==> src/rtl/tdm_pkg.sv <==
package tdm_pkg;
  localparam int NPORTS_DEF = 4;

  typedef struct packed {
    logic crs;
    logic valid;
    logic data;
    logic col;
  } line_rx_t;
endpackage

==> src/rtl/tdm_slot_timer.sv <==
module tdm_slot_timer #(
  parameter int NPORTS = 4,
  localparam int SLOT_W = (NPORTS > 1) ? $clog2(NPORTS) : 1
) (
  input  logic              clk,
  input  logic              rst_n,
  input  logic              strb,
  output logic [SLOT_W-1:0] slot,
  output logic [SLOT_W-1:0] slot_next
);
  localparam logic [SLOT_W-1:0] LAST = SLOT_W'(NPORTS - 1);

  logic strb_q;
  logic strb_rise;

  // strobe history runs through reset so a level held across release is not an edge
  always_ff @(posedge clk) strb_q <= strb;

  assign strb_rise = strb & ~strb_q;

  always_comb begin
    if (strb_rise)         slot_next = '0;
    else if (slot == LAST) slot_next = '0;
    else                   slot_next = slot + 1'b1;
  end

  always_ff @(posedge clk) begin
    if (!rst_n) slot <= '0;
    else        slot <= slot_next;
  end
endmodule

==> src/rtl/tdm_tx_demux.sv <==
module tdm_tx_demux #(
  parameter int NPORTS = 4,
  localparam int SLOT_W = (NPORTS > 1) ? $clog2(NPORTS) : 1
) (
  input  logic              clk,
  input  logic              rst_n,
  input  logic [SLOT_W-1:0] slot,
  input  logic              mux_tx_en,
  input  logic              mux_tx_data,
  output logic [NPORTS-1:0] port_tx_en,
  output logic [NPORTS-1:0] port_tx_data
);
  logic [NPORTS-1:0] slot_hit;

  for (genvar p = 0; p < NPORTS; p++) begin : g_hit
    assign slot_hit[p] = (slot == SLOT_W'(p));
  end

  always_ff @(posedge clk) begin
    if (!rst_n) begin
      port_tx_en   <= '0;
      port_tx_data <= '0;
    end else begin
      for (int p = 0; p < NPORTS; p++) begin
        if (slot_hit[p]) begin
          port_tx_en[p]   <= mux_tx_en;
          port_tx_data[p] <= mux_tx_data;
        end
      end
    end
  end
endmodule

==> src/rtl/tdm_rx_mux.sv <==
module tdm_rx_mux import tdm_pkg::*; #(
  parameter int NPORTS = 4,
  localparam int SLOT_W = (NPORTS > 1) ? $clog2(NPORTS) : 1
) (
  input  logic              clk,
  input  logic              rst_n,
  input  logic [SLOT_W-1:0] slot_next,
  input  logic [NPORTS-1:0] port_rx_act,
  input  logic [NPORTS-1:0] port_rx_valid,
  input  logic [NPORTS-1:0] port_rx_data,
  input  logic [NPORTS-1:0] port_col,
  input  logic [NPORTS-1:0] port_tx_en,
  output line_rx_t          line_q,
  output logic              line_oe
);
  line_rx_t slot_bits [NPORTS];

  for (genvar p = 0; p < NPORTS; p++) begin : g_port
    assign slot_bits[p].crs   = port_rx_act[p] | port_tx_en[p];
    assign slot_bits[p].valid = port_rx_valid[p];
    assign slot_bits[p].data  = port_rx_data[p];
    assign slot_bits[p].col   = port_col[p];
  end

  // look one slot ahead so the line pins come straight from flops
  always_ff @(posedge clk) begin
    if (!rst_n) begin
      line_q  <= '0;
      line_oe <= 1'b0;
    end else begin
      line_q  <= slot_bits[slot_next];
      line_oe <= 1'b1;
    end
  end
endmodule

==> src/rtl/tdm_strap_latch.sv <==
module tdm_strap_latch (
  input  logic       clk,
  input  logic       rst_n,
  input  logic       pad_col_in,
  input  logic       pad_vld_in,
  input  logic       pad_dat_in,
  output logic [4:2] phy_addr_strap
);
  // tracks the pads for as long as reset lasts, frozen once it ends
  always_ff @(posedge clk) begin
    if (!rst_n) phy_addr_strap <= {pad_dat_in, pad_vld_in, pad_col_in};
  end
endmodule

==> src/rtl/tdm_phy_mux.sv <==
module tdm_phy_mux import tdm_pkg::*; #(
  parameter int NPORTS = NPORTS_DEF,
  localparam int SLOT_W = (NPORTS > 1) ? $clog2(NPORTS) : 1
) (
  input  logic              clk,
  input  logic              rst_n,
  input  logic              strb,
  input  logic              mux_tx_en,
  input  logic              mux_tx_data,
  output logic              mux_crs,
  output logic              mux_rx_valid,
  output logic              mux_rx_data,
  output logic              mux_col,
  output logic              line_oe,
  input  logic              pad_col_in,
  input  logic              pad_vld_in,
  input  logic              pad_dat_in,
  input  logic [NPORTS-1:0] port_rx_act,
  input  logic [NPORTS-1:0] port_rx_valid,
  input  logic [NPORTS-1:0] port_rx_data,
  input  logic [NPORTS-1:0] port_col,
  output logic [NPORTS-1:0] port_tx_en,
  output logic [NPORTS-1:0] port_tx_data,
  output logic [4:2]        phy_addr_strap
);
  logic [SLOT_W-1:0] slot;
  logic [SLOT_W-1:0] slot_next;
  line_rx_t          line_q;

  tdm_slot_timer #(.NPORTS(NPORTS)) u_timer (
    .clk       (clk),
    .rst_n     (rst_n),
    .strb      (strb),
    .slot      (slot),
    .slot_next (slot_next)
  );

  tdm_tx_demux #(.NPORTS(NPORTS)) u_tx (
    .clk          (clk),
    .rst_n        (rst_n),
    .slot         (slot),
    .mux_tx_en    (mux_tx_en),
    .mux_tx_data  (mux_tx_data),
    .port_tx_en   (port_tx_en),
    .port_tx_data (port_tx_data)
  );

  tdm_rx_mux #(.NPORTS(NPORTS)) u_rx (
    .clk           (clk),
    .rst_n         (rst_n),
    .slot_next     (slot_next),
    .port_rx_act   (port_rx_act),
    .port_rx_valid (port_rx_valid),
    .port_rx_data  (port_rx_data),
    .port_col      (port_col),
    .port_tx_en    (port_tx_en),
    .line_q        (line_q),
    .line_oe       (line_oe)
  );

  tdm_strap_latch u_strap (
    .clk            (clk),
    .rst_n          (rst_n),
    .pad_col_in     (pad_col_in),
    .pad_vld_in     (pad_vld_in),
    .pad_dat_in     (pad_dat_in),
    .phy_addr_strap (phy_addr_strap)
  );

  assign mux_crs      = line_q.crs;
  assign mux_rx_valid = line_q.valid;
  assign mux_rx_data  = line_q.data;
  assign mux_col      = line_q.col;
endmodule

==> config.mk <==
export PLATFORM = sky130hd
export DESIGN_NAME = tdm_phy_mux
export DESIGN_NICKNAME = d
export VERILOG_FILES = /design/src/rtl/tdm_pkg.sv /design/src/rtl/tdm_slot_timer.sv /design/src/rtl/tdm_tx_demux.sv /design/src/rtl/tdm_rx_mux.sv /design/src/rtl/tdm_strap_latch.sv /design/src/rtl/tdm_phy_mux.sv
export SDC_FILE = /design/constraint.sdc
export NUM_CORES = 1
export LEC_CHECK = 0
export ABC_AREA = 1
export ABC_CLOCK_PERIOD_IN_PS = 3120
export BUFFER_PORTS_ARGS = -buffer_cell sky130_fd_sc_hd__buf_4
export CAP_MARGIN = 10
export CORE_MARGIN = 2
export CORE_UTILIZATION = 48
export CTS_CLUSTER_SIZE = 40
export DETAILED_ROUTE_END_ITERATION = 6
export PLACE_DENSITY = 0.82
export RECOVER_POWER = 25
export SLEW_MARGIN = 10
export SYNTH_ARGS = -nofsm -noshare
export SYNTH_HDL_FRONTEND = slang
export SYNTH_SLANG_ARGS = --single-unit
==> constraint.sdc <==
create_clock -name clk -period 3.12 [get_ports clk]
set_clock_uncertainty 0.05 [all_clocks]
set_input_delay 0.624 -clock clk [delete_from_list [all_inputs] [get_ports clk]]
set_output_delay 0.624 -clock clk [all_outputs]
set_load 0.02 [all_outputs]
After elaboration in Yosys (flattened, before gate mapping)
Cells that the tools add are included.

Flip-flop bits (word level): 19. Input port bits: 24. Output and inout bits: 16. Logic and storage cells: 35.

Add/sub/neg operators: 1. Magnitude comparators: 1. Eq/ne operators: 3. Multiplexer cells: 6. Bitwise gates (word level): 7. Reduce and logical (&&, ||, !) cells: 1.

Operator list (count): $bmux 4 s2 (1); $mux 4 (2); $eq 2x2->1 const B (2); $mux 2 (2); $or 1x1->1 (4); $ge 3x3->1 const B (1); $not 2->3 (1); $add 2x1->2 const B (1); $eq 2x1->1 const B (1); $logic_not 2->1 (1); $and 1x1->1 (1); $mux 1 (1); $not 1->1 (1).

Longest topological paths before layout
Depth in word-level cells: 7. Depth in mapped cells: 7. Depth with buffers taken out: 7.

Cells and area by module
From an unflattened synthesis, not the netlist that was laid out.

Cells, all modules: 107. Area total of the unflattened synthesis: 839.6 sq um.

By module, submodules not included: tdm_tx_demux (instances 1, cells each 48, area an instance 362.8 sq um, seq. area each 160.2 sq um); tdm_rx_mux (instances 1, cells each 41, area an instance 257.7 sq um, seq. area each 100.1 sq um); tdm_slot_timer (instances 1, cells each 14, area an instance 125.1 sq um, seq. area each 60.1 sq um); tdm_strap_latch (instances 1, cells each 4, area an instance 93.8 sq um, seq. area each 90.1 sq um).

Worst setup path after synthesis
No wires, ideal clock.

Kind: in2reg. Start: input port rst_n. End: register u_strap.phy_addr_strap[2] (netlist bit), enable pin. Setup time: 317 ps. Arrival time: 945 ps. Required time: 2753 ps. Setup slack: 1808 ps. Stages: 2. Path buffers: 1. Cells stage by stage: clkbuf_1 inv_1.

RTL lines: start: declaration (line tdm_phy_mux.sv:6) `input logic rst_n,`; end signal: assignment (line tdm_strap_latch.sv:11) `if (!rst_n) phy_addr_strap <= {pad_dat_in, pad_vld_in, pad_col_in};`; end: declaration (line tdm_strap_latch.sv:7) `output logic [4:2] phy_addr_strap`.

No word-level cell between the ends.

Final worst setup path
Start: register u_strap.phy_addr_strap[3] (netlist bit). End: output port phy_addr_strap[3] (netlist bit).

RTL lines: end: declaration (line tdm_phy_mux.sv:24) `output logic [4:2] phy_addr_strap`.

No word-level cell between the ends.

==> reports/results.txt <==
The run finished with clean final reports. Number of global-route vias before repair: 646. The kind of critical path was register to output pin. Once layout is complete, the cells apart from fillers number 165. After detailed placement, the total cell area comes to 0.00115 mm^2. The buffering stage count on the worst path with inverters included came out at 1. The routed layout has 814 vias. The count of nets after finishing was 177. The number of buffers created by CTS came out at 3. Walking the worst path, the cells encountered are buf_4.

TritonCTS built the clock tree. The required time of the critical path is 2.45 ns. The tools report the cell at the root of the clock tree as clkbuf_4. The first global-routing pass estimated 2.76 mm of wire. The die outline height came out at 45.9 um. The repair_antennas step left the layout with diodes totalling 0.

The count of nets left with antenna violations once routing finished came out at 0. dfxtp_1 takes more of the synthesized area than any other cell. Detailed router's first-iteration violation count: 22. For this design the static power due to leakage is 0.626 nW. The share of Yosys cell area claimed by the top area cell type was 37.9%.

The aggregate routed wire length was 1.85 mm; the total of hold buffers inserted after clock tree synthesis was 0. The half-perimeter wire length after placement came out at 1.45 mm. The number of maximum-capacitance constraint violations was 0; the post-route minimum period was 1.51 ns. The synthesized netlist occupies a cell area of 845 um^2. The tools report the startpoint type of the worst setup path as a register. The floorplan step defined a die boundary enclosing 0.00211 mm^2. The tightest min-delay check is of the register to register type. STA puts the critical path data arrival time at 0.84 ns. The sequential element share of the synthesized area was 48.6%; the number of sinks handled by clock tree synthesis was 19.

The maximum net fanout on the critical path works out to 1. Weighted congestion at the end of routability-driven global placement: 0.750. For the initial core utilization, the log shows 50.0%.

For the post-layout total power, the log shows 552 uW. In this run the post-CTS setup repair buffer count came out at 0. Clock-pin slew on the worst setup and hold paths: 0.10 ns. The level count of the clock H-tree was 1; the worst vdd rail ir drop was 0.282 mV. Of the cells placed in the final design, the portion with a size suffix greater than 1 is 30.4%. In this run, placement finished with an instance count of 161.

The total grt overflow is 0, and the number of antenna violations at the first check in global routing is 0. In this design, the stage delay of the slowest critical-path cell is 0.38 ns. Setup violations remaining at the end of the flow were counted as 0. The tools report the critical path capture point type as an output pin. The Yosys step of the flow raised 0 warnings. From left edge to right edge, the die measures 45.9 um.

The worst pin sits at a relative slew slack of 72.9%. Placeable core region: 0.00169 mm^2. Layout overhead on the synthesized area: 39.0%. The final hold violation count came out at 0.

Post-synthesis sequential element count: 19. For this design the top-level I/O count stands at 40. Adding up every negative setup slack in the final design gives 0 ns. After detailed routing, the number of remaining DRC violations is 0. In the final routed layout, each cell accounts on average for 11.2 um.

Setup repair after global routing left no endpoint under its margin. The number of gates resized after CTS was 0. The maximum clock insertion buffer count came out at 2. The first TritonRoute pass finished after 6 iterations.

The filler cells instantiated in the layout total 145. The final critical path takes up 48.4% of the cycle. The tools report the final count of pins violating max slew as 0.

At the pin with the least slew margin, the transition time is 0.406 ns. Entering global routing, the biggest net connects 12 pins. The number of nets handed over by synthesis was 134. The final instance area came out at 0.00117 mm^2. By area the synthesized netlist is led by dfxtp_1 38%, edfxtp_1 11%, inv_1 9.3%. On the critical path, the stage with the largest delay is an instance of edfxtp_1. Average footprint of a synthesized cell: 7.97 um^2.

The later pin in the worst-skew pair is clocked with a latency of 0.29 ns. Dividing total power by cell area gives a power density of 471 mW/mm^2. The logs give 106 for the number of instances in the synthesized netlist and 14 for the number of distinct library cells after synthesis. Global routing consumed, over all layers together, 18.6% of the routing resources. Count of standard-cell rows: 15. The kind of cell with the highest combined delay along the critical path is flip-flops. Timing would allow up to 0.662 GHz. The tools report the final hold slack as 0.426 ns.

Port buffering added 39 buffers. In the routed layout, each cell is associated on average with a via count of 4.93.
-- cells in the final DEF (no fill, tap or decap) --
master and count:
buf_4 34, inv_1 21, nor2_1 17, dfxtp_1 16, nand2_1 13, nand3_1 9, o21ai_0 8, a21oi_1 6
clkbuf_4 6, ha_1 4, nand2_4 3, nand3b_1 3, clkbuf_1 3, edfxtp_1 3, nor2_4 1, or2_2 1
-- metrics by stage --
step	setup slack (ns)	util (%)
6_report	1.61	69.5
5_1_grt	1.56	69.5
4_1_cts	1.60	69.9
3_5_place_dp	1.70	68.4
3_3_place_gp	1.74	68.4
2_1_floorplan	1.81	-
-- metal layers --
layer | global-route usage, % | vias to the layer above | share of wire (%) | wire [um]
met3 | 3.97 | 7 | 7.1 | 131
met4 | 8.57 | 0 | 1.6 | 29
li1 | - | 413 | - | -
met5 | 0 | - | 0 | 0
met1 | 25.4 | 364 | 45 | 829
met2 | 27.8 | 30 | 46 | 858
-- final cells by class --
type	instances	area (um^2)	area share, %
Clock buffer	4	26.3	2.24
Sequential cell	19	410	35.0
Tap cell	17	21.3	1.81
Timing Repair Buffer	39	285	24.3
Multi-Input combinational cell	65	352	30.0
Inverter	21	78.8	6.72
-- logic make-up after synthesis --
kind of cell | Yosys count | share of synthesized area (%)
fa+ha+maj | 4 | 5.93
flops | 19 | 48.6
compound gates | 14 | 8.30
buf+inv | 22 | 9.78
simple gates | 47 | 27.4
-- report_power, final --
group	switching (mW)	internal (mW)
clock network	0.0709	0.0497
registers	0.0107	0.271
logic	0.0828	0.0668
-- cell usage after synthesis --
library cell	count
clkbuf_1	1
nor2_4	1
inv_1	21
nand3b_1	3
nand2_4	3
o21ai_0	8
or2_2	1
nand2_1	13
nor2_1	17
a21oi_1	6
ha_1	4
nand3_1	9
dfxtp_1	16
edfxtp_1	3
-- path summary, 6_finish.rpt --
kind                                  startpoint                               to  slack (ns)  cells after the start
min reg2reg      u_tx.port_tx_en[3]$_SDFFE_PN0N_  u_tx.port_tx_en[3]$_SDFFE_PN0N_        0.43                      2
max reg2reg           u_timer.slot[0]$_SDFF_PN0_        u_rx.line_q[2]$_SDFF_PN0_        1.66                      6
min              u_tx.port_tx_en[3]$_SDFFE_PN0N_  u_tx.port_tx_en[3]$_SDFFE_PN0N_        0.43                      2
max          u_strap.phy_addr_strap[3]$_DFFE_PN_                phy_addr_strap[3]        1.61                      1
-- worst reg2reg max path, delay by kind of cell (launching register included) --
family                   cells  cell delay, ns
AO/OA/AOI/OAI                1            0.15
buffers and inverters        2            0.23
AND/OR/NAND/NOR              2            0.16
adder cells (fa/ha/maj)      1            0.33
flip-flops                   1            0.47
-- state kept, by name (all words and copies together), names as in the netlist --
register,flops
u_rx.line_q,4
u_tx.port_tx_data,4
u_tx.port_tx_en,4
u_strap.phy_addr_strap,3
u_timer.slot,2
u_rx.line_oe,1
u_timer.strb_q,1
Power figures use the tool's default switching activity.
